--- src/rtl/rtr_pkg.sv ---
package rtr_pkg;
   localparam int NPORT  = 5;
   localparam int PIDX_W = 3;

   typedef enum logic [PIDX_W-1:0] {
      P_LOCAL = 3'd0,
      P_NORTH = 3'd1,
      P_EAST  = 3'd2,
      P_SOUTH = 3'd3,
      P_WEST  = 3'd4
   } port_e;

   // flit kind in the top two bits: bit0 opens a packet, bit1 closes one
   typedef enum logic [1:0] {
      FK_MID    = 2'b00,
      FK_OPEN   = 2'b01,
      FK_CLOSE  = 2'b10,
      FK_SINGLE = 2'b11
   } fkind_e;

   typedef enum logic [1:0] {
      PH_IDLE = 2'd0,
      PH_REQ  = 2'd1,
      PH_WAIT = 2'd2
   } phase_e;
endpackage

--- src/rtl/rtr_in_port.sv ---
module rtr_in_port import rtr_pkg::*; #(
   parameter int FLIT_W  = 32,
   parameter int COORD_W = 2,
   parameter int DEPTH   = 4,
   parameter int MY_X    = 0,
   parameter int MY_Y    = 0
) (
   input  logic                 clk,
   input  logic                 rst_n,
   input  logic                 link_req,
   input  logic [FLIT_W-1:0]    link_data,
   output logic                 link_ack,
   output logic                 front_vld,
   output logic [FLIT_W-1:0]    front_data,
   output logic [PIDX_W-1:0]    front_route,
   input  logic                 pop
);
   localparam int  PTR_W = (DEPTH > 1) ? $clog2(DEPTH) : 1;
   localparam int  CNT_W = $clog2(DEPTH + 1);
   localparam bit  POW2  = (DEPTH & (DEPTH - 1)) == 0;
   localparam logic [COORD_W-1:0] MYX = COORD_W'(MY_X);
   localparam logic [COORD_W-1:0] MYY = COORD_W'(MY_Y);

   logic [FLIT_W-1:0] mem [DEPTH];
   logic [PTR_W-1:0]  wp, rp;
   logic [CNT_W-1:0]  cnt;
   logic              ack_q, full, push;
   logic [COORD_W-1:0] dx, dy;

   assign full       = cnt == CNT_W'(DEPTH);
   assign push       = link_req && !ack_q && !full;
   assign link_ack   = ack_q;
   assign front_vld  = cnt != '0;
   assign front_data = mem[rp];

   // four-phase receiver: take on req, drop ack after req falls
   always_ff @(posedge clk) begin
      if (!rst_n)                  ack_q <= 1'b0;
      else if (push)               ack_q <= 1'b1;
      else if (ack_q && !link_req) ack_q <= 1'b0;
   end

   always_ff @(posedge clk) begin
      if (push) mem[wp] <= link_data;
   end

   always_ff @(posedge clk) begin
      if (!rst_n) begin
         wp  <= '0;
         rp  <= '0;
         cnt <= '0;
      end else begin
         if (push) wp <= (POW2 || wp != PTR_W'(DEPTH - 1)) ? wp + 1'b1 : '0;
         if (pop)  rp <= (POW2 || rp != PTR_W'(DEPTH - 1)) ? rp + 1'b1 : '0;
         cnt <= cnt + CNT_W'(push) - CNT_W'(pop);
      end
   end

   // dimension-ordered decision on the flit at the head of the buffer
   assign dx = front_data[COORD_W-1:0];
   assign dy = front_data[2*COORD_W-1:COORD_W];

   always_comb begin
      if (dx > MYX)      front_route = P_EAST;
      else if (dx < MYX) front_route = P_WEST;
      else if (dy > MYY) front_route = P_NORTH;
      else if (dy < MYY) front_route = P_SOUTH;
      else               front_route = P_LOCAL;
   end

   AST_POP_HAS_DATA: assert property (@(posedge clk) disable iff (!rst_n)
      pop |-> front_vld);
   AST_ACK_AFTER_REQ: assert property (@(posedge clk) disable iff (!rst_n)
      $rose(link_ack) |-> $past(link_req));
   AST_ACK_DROPS: assert property (@(posedge clk) disable iff (!rst_n)
      (link_ack && !link_req) |=> !link_ack);
endmodule

--- src/rtl/rtr_rr_arb.sv ---
module rtr_rr_arb #(
   parameter int N = 5
) (
   input  logic                           clk,
   input  logic                           rst_n,
   input  logic [N-1:0]                   req,
   input  logic                           en,
   output logic                           vld,
   output logic [(N > 1 ? $clog2(N) : 1)-1:0] idx
);
   localparam int IDX_W = (N > 1) ? $clog2(N) : 1;

   logic [IDX_W-1:0] last;

   generate
      if (N == 1) begin : g_single
         assign vld = req[0];
         assign idx = '0;
      end else begin : g_rr
         // search starts one place after the last winner
         always_comb begin
            vld = 1'b0;
            idx = '0;
            for (int k = 1; k <= N; k++) begin
               int c;
               c = (int'(last) + k) % N;
               if (!vld && req[c]) begin
                  vld = 1'b1;
                  idx = IDX_W'(c);
               end
            end
         end
      end
   endgenerate

   always_ff @(posedge clk) begin
      if (!rst_n)         last <= '0;
      else if (en && vld) last <= idx;
   end
endmodule

--- src/rtl/rtr_out_port.sv ---
module rtr_out_port import rtr_pkg::*; #(
   parameter int FLIT_W = 32,
   parameter int N      = 5
) (
   input  logic                   clk,
   input  logic                   rst_n,
   input  logic [N-1:0]           head_req,
   input  logic [N-1:0]           front_vld,
   input  logic [N-1:0][FLIT_W-1:0] front_data,
   output logic [N-1:0]           pop,
   output logic                   link_req,
   output logic [FLIT_W-1:0]      link_data,
   input  logic                   link_ack
);
   localparam int IDX_W = (N > 1) ? $clog2(N) : 1;

   logic             locked, closing, take, send, arb_vld;
   logic [IDX_W-1:0] owner, arb_idx;
   logic [FLIT_W-1:0] cur;
   phase_e           ph;

   rtr_rr_arb #(.N(N)) u_arb (
      .clk  (clk),
      .rst_n(rst_n),
      .req  (head_req),
      .en   (!locked),
      .vld  (arb_vld),
      .idx  (arb_idx)
   );

   assign take = !locked && arb_vld;
   assign cur  = front_data[owner];
   assign send = locked && !closing && ph == PH_IDLE && front_vld[owner];

   always_comb begin
      pop = '0;
      if (send) pop[owner] = 1'b1;
   end

   always_ff @(posedge clk) begin
      if (!rst_n) begin
         locked    <= 1'b0;
         closing   <= 1'b0;
         owner     <= '0;
         ph        <= PH_IDLE;
         link_req  <= 1'b0;
         link_data <= '0;
      end else begin
         if (take) begin
            locked <= 1'b1;
            owner  <= arb_idx;
         end
         case (ph)
            PH_IDLE: if (send) begin
               link_data <= cur;
               link_req  <= 1'b1;
               closing   <= cur[FLIT_W-1];
               ph        <= PH_REQ;
            end
            PH_REQ: if (link_ack) begin
               link_req <= 1'b0;
               ph       <= PH_WAIT;
            end
            PH_WAIT: if (!link_ack) begin
               ph <= PH_IDLE;
               if (closing) begin
                  locked  <= 1'b0;
                  closing <= 1'b0;
               end
            end
            default: ph <= PH_IDLE;
         endcase
      end
   end

   AST_DATA_HELD: assert property (@(posedge clk) disable iff (!rst_n)
      (link_req && $past(link_req)) |-> $stable(link_data));
   AST_REQ_HELD: assert property (@(posedge clk) disable iff (!rst_n)
      (link_req && !link_ack) |=> link_req);
   AST_REQ_AFTER_ACK_LOW: assert property (@(posedge clk) disable iff (!rst_n)
      $rose(link_req) |-> !$past(link_ack));
   AST_OWNER_KEPT: assert property (@(posedge clk) disable iff (!rst_n)
      (locked && !closing) |=> (locked && $stable(owner)));
   AST_RELEASE_AFTER_ACK: assert property (@(posedge clk) disable iff (!rst_n)
      $fell(locked) |-> (!link_req && !link_ack));
endmodule

--- src/rtl/mesh_xy_router.sv ---
module mesh_xy_router import rtr_pkg::*; #(
   parameter int FLIT_W  = 32,
   parameter int COORD_W = 2,
   parameter int DEPTH   = 4,
   parameter int MY_X    = 0,
   parameter int MY_Y    = 0
) (
   input  logic                          clk,
   input  logic                          rst_n,
   input  logic [NPORT-1:0]              in_req,
   input  logic [NPORT-1:0][FLIT_W-1:0]  in_data,
   output logic [NPORT-1:0]              in_ack,
   output logic [NPORT-1:0]              out_req,
   output logic [NPORT-1:0][FLIT_W-1:0]  out_data,
   input  logic [NPORT-1:0]              out_ack
);
   generate
      if (FLIT_W < 2 * COORD_W + 2) begin : g_bad_width
         $error("flit too narrow for coordinates and kind field");
      end
      if (DEPTH < 1) begin : g_bad_depth
         $error("buffer depth must be at least one");
      end
      if (MY_X >= (1 << COORD_W) || MY_Y >= (1 << COORD_W)) begin : g_bad_pos
         $error("node position does not fit the coordinate width");
      end
   endgenerate

   logic [NPORT-1:0]                f_vld;
   logic [NPORT-1:0][FLIT_W-1:0]    f_data;
   logic [NPORT-1:0][PIDX_W-1:0]    f_route;
   logic [NPORT-1:0][NPORT-1:0]     head_req;  // [output][input]
   logic [NPORT-1:0][NPORT-1:0]     pop_mx;    // [output][input]
   logic [NPORT-1:0][NPORT-1:0]     pop_col;   // [input][output]
   logic [NPORT-1:0]                pop_in;

   for (genvar i = 0; i < NPORT; i++) begin : g_in
      rtr_in_port #(
         .FLIT_W (FLIT_W),
         .COORD_W(COORD_W),
         .DEPTH  (DEPTH),
         .MY_X   (MY_X),
         .MY_Y   (MY_Y)
      ) u_in (
         .clk        (clk),
         .rst_n      (rst_n),
         .link_req   (in_req[i]),
         .link_data  (in_data[i]),
         .link_ack   (in_ack[i]),
         .front_vld  (f_vld[i]),
         .front_data (f_data[i]),
         .front_route(f_route[i]),
         .pop        (pop_in[i])
      );
   end

   always_comb begin
      for (int o = 0; o < NPORT; o++) begin
         for (int i = 0; i < NPORT; i++) begin
            head_req[o][i] = f_vld[i] && f_data[i][FLIT_W-2]
                             && f_route[i] == PIDX_W'(o);
            pop_col[i][o]  = pop_mx[o][i];
         end
      end
      for (int i = 0; i < NPORT; i++) pop_in[i] = |pop_col[i];
   end

   for (genvar o = 0; o < NPORT; o++) begin : g_out
      rtr_out_port #(
         .FLIT_W(FLIT_W),
         .N     (NPORT)
      ) u_out (
         .clk       (clk),
         .rst_n     (rst_n),
         .head_req  (head_req[o]),
         .front_vld (f_vld),
         .front_data(f_data),
         .pop       (pop_mx[o]),
         .link_req  (out_req[o]),
         .link_data (out_data[o]),
         .link_ack  (out_ack[o])
      );
   end

   for (genvar i = 0; i < NPORT; i++) begin : g_chk
      AST_SINGLE_DRAINER: assert property (@(posedge clk) disable iff (!rst_n)
         $onehot0(pop_col[i]));
   end
endmodule

--- config.mk ---
export PLATFORM = sky130hd
export DESIGN_NAME = mesh_xy_router
export DESIGN_NICKNAME = d
export VERILOG_FILES = /design/src/rtl/rtr_pkg.sv /design/src/rtl/rtr_in_port.sv /design/src/rtl/rtr_rr_arb.sv /design/src/rtl/rtr_out_port.sv /design/src/rtl/mesh_xy_router.sv
export SDC_FILE = /design/constraint.sdc
export NUM_CORES = 1
export LEC_CHECK = 0
export BUFFER_PORTS_ARGS = -buffer_cell sky130_fd_sc_hd__buf_2
export CAP_MARGIN = 10
export CORE_MARGIN = 5
export CORE_UTILIZATION = 50
export CTS_CLUSTER_DIAMETER = 50
export CTS_CLUSTER_SIZE = 40
export DETAILED_ROUTE_END_ITERATION = 8
export PLACE_DENSITY_LB_ADDON = 0.1
export SLEW_MARGIN = 20
export SYNTH_ARGS = -nofsm -noshare
export SYNTH_HDL_FRONTEND = slang
export SYNTH_SLANG_ARGS = --single-unit
--- constraint.sdc ---
create_clock -name clk -period 7.94 [get_ports clk]
set_clock_uncertainty 0.2 [all_clocks]
set_input_delay 0.794 -clock clk [delete_from_list [all_inputs] [get_ports clk]]
set_output_delay 0.794 -clock clk [all_outputs]
set_load 0.01 [all_outputs]
==> impl_metrics.py, run 1 <==
metrics = {
    "cts": {
        "htreeDepth": 3,
        "cts_hold_buf": 0,
        "cts_tree": "done",
        "cts_made_buffers": 93,
        "cts.clk_slew.worst_paths_ns": 0.07,
        "clk-insertion-delay-late_ns": 0.67,
        "cts_setup_buffers": 0,
        "cts_resized": 0,
        "root_buffer": "clkbuf_16",
        "clock_sinks": 887,
        "cts_max_path_buffers": 3,
    },
    "synth": {
        "synth.distinct_cells": 97,
        "ys_ff_latch": 887,
        "yosysSeqAreaShare_pct": 58.2,
        "yosysWarnings": 0,
        "synth_cells": 2971,
        "syn_avg_cell_area_um2": 14.0,
        "syn-num-nets": 3251,
        "post_synth_instance_area_um2": 41500,
        "synth.most_common_cell": "edfxtp_1",
        "synthTopCellsByArea": "edfxtp_1 (46%), mux4_2 (16%), dfxtp_1 (12%), nand2_1 (3.6%), ha_1 (3.1%)",
        "synth_ff_type": "edfxtp_1",
        "yosysTopAreaCell": "edfxtp_1",
        "synth_edf_count": 640,
        "synth_top_area_share_pct": 46.3,
        "synthArstFlopShare_pct": 0,
        "ys_top_cells_by_count": "edfxtp_1 (640), nand2_1 (400), mux4_2 (299), dfxtp_1 (247), nor2_1 (230)",
    },
    "global_routing": {
        "grt_pass1_vias": 27400,
        "gr-total-overflow": 0,
        "grt_pass1_wl_mm": 186,
        "antenna_found_initial": 10,
        "track_usage_pct": 28.0,
        "grt_max_degree": 98,
    },
    "power_and_ir_drop": {
        "switchingPower_mw": 6.21,
        "seqPwrFrac_pct": 35.7,
        "leakagePower_nw": 16.8,
        "peakVddDrop_v": 0.000291,
        "p_per_area_nw_per_um2": 351,
        "clkPwrFrac_pct": 27.8,
        "power.internal_mw": 10.5,
        "total_power_mw": 16.7,
        "swShare_pct": 37.2,
        "p_comb_share_pct": 36.5,
    },
    "place": {
        "hpwlAfterDp_mm": 89.5,
        "dpl.cell_count": 4245,
        "io_buffers": 341,
        "place_congestion": 0.918,
        "place_area_um2": 44200,
    },
    "drt": {
        "drt_iter0_markers": 2670,
        "wire_per_inst_um": 28.7,
        "drtPass1Iterations": 6,
        "final_antenna_net_count": 0,
        "vias": 27600,
        "drc": 0,
        "vias_per_cell": 6.24,
        "routed_wl_mm": 127,
    },
    "floorplanning": {
        "initial_core_util_pct": 50.5,
        "die_height_um": 298,
        "core.rowCount": 105,
        "die-area_um2": 88900,
        "coreArea_um2": 82200,
        "die_x_um": 298,
        "ioPinCount": 342,
    },
    "timing": {
        "fmax_mhz": 179,
        "post-route-period-util_pct": 70.2,
        "finalCriticalPeriod_ns": 5.57,
        "maxSlewViolCount": 0,
        "rsz0062_at_grt": "no",
        "max_slew_margin_pct": 31.1,
        "worst_pin_slew_ns": 1.03,
        "setup_viol": 0,
        "fin_setup_tns_ns": 0,
        "hold_viol_final": 0,
    },
    "final_layout": {
        "drive_above_1_share_pct": 28.0,
        "final_area_um2": 47600,
        "final_cells": 4426,
        "nFillCells": 6489,
        "fin_nets": 3550,
        "area_growth_pct": 14.7,
    },
    "min_path": {
        "hold_class": "primary input to flip-flop",
    },
    "run": {
        "max_cap_viol_count": 0,
    },
    "setup_path": {
        "cp_max_fo": 15,
        "setup.worst_path.end_class": "flip-flop",
        "critical_path_class": "flip-flop to flip-flop",
        "start_kind": "flip-flop",
        "cp_data_required_time_ns": 8.24,
        "cp_data_arrival_time_ns": 5.87,
    },
    "status": {
        "status": "complete, no violations",
    },
}
worst max-delay path, stage by stage, from the launching register on:
cell      delay (ns)
dfxtp_1         0.74
clkinv_1        0.56
ha_1            0.51
o21ai_0         0.38
nand2_1         0.13
xnor2_1         0.17
ha_1            0.25
fa_1            0.42
nand4_1         0.15
mux2i_1         0.36
mux4_2          0.55
nand2b_1        0.12
o221ai_2        0.16
nor3_2          0.34
nand2_1         0.16
a21oi_1         0.17
a311oi_1        0.06
logic make-up after synthesis:
kind of cell / count (synthesis) / synth area share [%]
flops: 887 / 58.2
simple gates: 871 / 9.67
compound gates: 431 / 7.59
mux: 341 / 17.3
buf+inv: 283 / 2.80
fa+ha+maj: 109 / 3.39
xor+xnor: 49 / 1.05
metrics by stage:
stage	worst slack [ns]	hold slack [ns]	utilization, %
2_1_floorplan	2.77	0.208	-
3_3_place_gp	2.66	0.217	53.7
3_5_place_dp	2.46	0.226	53.7
4_1_cts	2.45	0.0858	57.8
5_1_grt	2.12	0.100	57.8
6_report	2.37	0.121	57.9
cells in the final DEF (no fill, tap or decap), types with 8 or more instances in the layout:
master / n
or3_1: 18
o31ai_1: 11
mux2_2: 8
edfxtp_1: 640
a21oi_1: 96
a22oi_1: 9
inv_8: 12
buf_2: 341
mux2i_1: 33
and3_1: 10
inv_6: 15
o211ai_1: 14
nor3b_1: 26
nand2b_1: 35
a31oi_1: 14
o21ai_0: 51
inv_2: 9
ha_1: 102
nor2_1: 230
nand3_1: 26
a311oi_1: 127
dfxtp_2: 8
mux4_2: 299
buf_4: 58
nor2b_1: 9
nor3_1: 22
o21ai_1: 9
dfxtp_1: 239
clkbuf_16: 95
nand2_1: 400
xnor2_1: 33
and2_1: 32
xor2_1: 15
inv_1: 76
power by group through the flow:
stage	Combinational [mW]	Sequential (mW)	Clock [mW]
6_report	6.10	5.96	4.65
5_1_grt	6.58	6.00	4.92
4_1_cts	6.07	5.95	4.72
3_5_place_dp	6.05	6.04	0
3_3_place_gp	5.95	6.02	0
2_1_floorplan	4.13	5.96	0
per-layer routing:
layer	part of all wire, %	GRT usage [%]	wire length, µm
met5	0.037	0	47
met4	4.5	11.1	5710
met3	6.7	4.54	8540
met2	50	47.4	63400
met1	39	36.5	49100
flip-flops by register name, indices dropped and copies added, names as in the netlist, named ones only:
register and cells:
g_in.u_in.cnt 15, g_in.u_in.wp 10, g_out.u_out.u_arb.last 3, g_out.u_out.owner 9, g_out.u_out.locked 5, g_in.u_in.mem 640, g_out.u_out.ph 10, g_in.u_in.rp 10
g_in.u_in.link_ack 5, g_out.u_out.link_req 5, g_out.u_out.link_data 160, g_out.u_out.closing 5
cell type report:
cell class | instances | area [µm²] | area share (%)
diodes | 5 | 12.5 | 0.0263
clock buffers | 103 | 2450 | 5.14
clock inverters | 73 | 918 | 1.93
inverters | 88 | 335 | 0.705
multi-input cells | 1801 | 16200 | 34.1
flip-flops and latches | 887 | 24200 | 50.8
well taps | 1070 | 1340 | 2.81
repair buffers | 399 | 2140 | 4.50
path summary, 6_finish.rpt:
kind | to | start | cells after the start | slack [ns]
setup reg to reg | g_out[0].u_out.owner[2]$_SDFFE_PN0P_ | g_out[0].u_out.owner[2]$_SDFFE_PN0P_ | 16 | 2.37
hold / removal | g_in[1].u_in.mem[1][19]$_DFFE_PP_ | in_data[51] | 1 | 0.12
setup / recovery | g_out[0].u_out.owner[2]$_SDFFE_PN0P_ | g_out[0].u_out.owner[2]$_SDFFE_PN0P_ | 16 | 2.37
hold reg to reg | g_out[3].u_out.locked$_SDFF_PN0_ | g_out[3].u_out.locked$_SDFF_PN0_ | 2 | 0.24
Power figures use the tool's default switching activity.
==> run 2, diff against run 1 <==
Clock period 7.94 ns to 5.3 ns, I/O delays scaled along.
==> run 2 against run 1 <==
Against the previous run:
- non-clock buffer count is 190 higher
- total power is 53% higher
- sequential share of layout area is 2.2 points lower
- sequential power is 50% higher
- via count is 3.1% higher
- global-route usage is 0.18 points higher
- critical path depth is 2 lower
- clock power is 58% higher
- cell area is 4.5% higher
- worst setup slack worse by 2.0 ns
- count of clock-buffer cells in the layout is 12 higher
- die area stayed put
==> impl_metrics.py, run 2 (synthesized netlist as in run 1, its figures left out) <==
metrics = {
    "global_routing": {
        "antenna_found_initial": 8,
        "track_usage_pct": 28.2,
        "grt_pass1_vias": 28700,
        "grt_max_degree": 70,
        "gr-total-overflow": 0,
        "grt_pass1_wl_mm": 189,
    },
    "drt": {
        "vias": 28500,
        "wire_per_inst_um": 27.4,
        "vias_per_cell": 6.15,
        "final_antenna_net_count": 0,
        "drc": 0,
        "drt_iter0_markers": 2420,
        "routed_wl_mm": 127,
        "drtPass1Iterations": 5,
    },
    "final_layout": {
        "top_regs": "g_in.u_in.mem: 640 flops, g_out.u_out.link_data: 160 flops, g_in.u_in.cnt: 15 flops",
        "fin_nets": 3748,
        "layout_common_cells": "edfxtp_1 (640), nand2_1 (400), buf_2 (341)",
        "final_common_cell": "edfxtp_1",
        "largest_register_ffs": 640,
        "final_cells": 4635,
        "top_register": "g_in.u_in.mem",
        "area_growth_pct": 19.8,
        "drive_above_1_share_pct": 27.3,
    },
    "timing": {
        "rsz0062_at_grt": "no",
        "fin_setup_tns_ns": 0,
        "holdWs_ns": 0.237,
        "worst_pin_slew_ns": 1.06,
        "hold_viol_final": 0,
        "fmax_mhz": 202,
        "post-route-period-util_pct": 93.3,
        "setup_viol": 0,
        "max_slew_margin_pct": 28.6,
        "maxSlewViolCount": 0,
        "finalCriticalPeriod_ns": 4.95,
    },
    "place": {
        "hpwlAfterDp_mm": 89.1,
        "place_congestion": 0.918,
        "dpl.cell_count": 4265,
        "io_buffers": 341,
    },
    "floorplanning": {
        "die_height_um": 298,
        "coreArea_um2": 82200,
        "initial_core_util_pct": 50.5,
        "core.rowCount": 105,
        "ioPinCount": 342,
        "die-area_um2": 88900,
        "die_x_um": 298,
    },
    "power_and_ir_drop": {
        "peakVddDrop_v": 0.000312,
        "p_per_area_nw_per_um2": 515,
        "leakagePower_nw": 17.7,
    },
    "setup_path": {
        "start_kind": "flip-flop",
        "cp_data_arrival_time_ns": 5.28,
        "cp_data_required_time_ns": 5.64,
        "cp_slowest_stage_delay_ns": 0.61,
        "startpoint": "g_out[1].u_out.owner[1]$_SDFFE_PN0P_",
        "rr_startpoint": "g_out[1].u_out.owner[1]$_SDFFE_PN0P_",
        "crit_path_frequent_cell": "ha_1",
        "cp_max_fo": 13,
        "crit_chain": "inv_2 > ha_1 > a21oi_2 > inv_1 > ha_1 > or3b_2 > o211ai_1 > a31oi_1 > xnor2_1 > mux2_2 > a211oi_4 > a2111oi_0 > a221o_1 > a22o_1",
        "setup.worst_path.end_class": "flip-flop",
        "critical_path_class": "flip-flop to flip-flop",
        "slowest_stage": "dfxtp_1",
    },
    "status": {
        "status": "complete, no violations",
    },
    "cts": {
        "htreeDepth": 3,
        "cts_setup_buffers": 0,
        "cts_made_buffers": 101,
        "clk-insertion-delay-late_ns": 0.68,
        "clock_sinks": 887,
        "root_buffer": "clkbuf_16",
        "cts.clk_slew.worst_paths_ns": 0.07,
        "cts_tree": "done",
        "cts_max_path_buffers": 3,
    },
    "min_path": {
        "hp-start": "g_out[4].u_out.locked$_SDFFE_PN0P_",
        "hold_class": "flip-flop to flip-flop",
    },
    "run": {
        "max_cap_viol_count": 0,
    },
}
## run 2: path summary, 6_finish.rpt
check	endpoint	slack (ns)	cells after the start
setup reg to reg	g_out[1].u_out.owner[1]$_SDFFE_PN0P_	0.35	14
hold / removal	g_out[4].u_out.locked$_SDFFE_PN0P_	0.24	2
hold reg to reg	g_out[4].u_out.locked$_SDFFE_PN0P_	0.24	2
setup / recovery	g_out[1].u_out.owner[1]$_SDFFE_PN0P_	0.35	14
## run 2: power by group
group / switching (mW) / internal [mW] / total (mW)
clock: 3.17 / 4.18 / 7.35
combinational: 5.55 / 3.77 / 9.31
sequential: 0.598 / 8.32 / 8.92
total: 9.32 / 16.3 / 25.6
## run 2: metal layers
layer / vias up / routed length (µm) / global-route usage [%]
met5: - / 11 / 0
met4: 2 / 6420 / 12.2
met3: 277 / 8670 / 4.86
met2: 1185 / 63300 / 47.3
met1: 14500 / 48700 / 36.4
li1: 12500 / - / -
## run 2: cell type report
cell class,count,area (µm²)
antenna,9,22.5
clock buffer,115,2700
clock inverter,76,928
fill,6349,32500
inverter,88,335
multi-input combinational,1801,16200
sequential,887,24200
tap,1070,1340
timing repair buffer,589,3990
## run 2: worst max-delay path: cells and delay by family, from the launching register on
kind / cells / cell delay (ns)
xor+xnor: 1 / 0.25
buf+inv: 2 / 0.45
mux: 1 / 0.39
fa+ha+maj: 2 / 0.66
simple gates: 1 / 0.48
flops: 1 / 0.61
compound gates: 7 / 1.80
## run 2: stage by stage
step,power (mW),worst slack [ns],util (%),area (µm²)
floorplan,15.1,0.129,-,41500
finish,25.6,0.354,60.4,49700
global route,26.8,0.0105,60.4,49700
CTS,25.7,0.305,60.4,49700
detailed placement,18.2,0.352,53.9,44300
global placement,18.0,0.615,53.9,44300
## run 2: timing repair
item,4_1_cts,5_1_grt
hold buffers,170,0
hold endpoints to repair,656,0
endpoints found under the setup margin,0,3
gates resized for setup,0,2
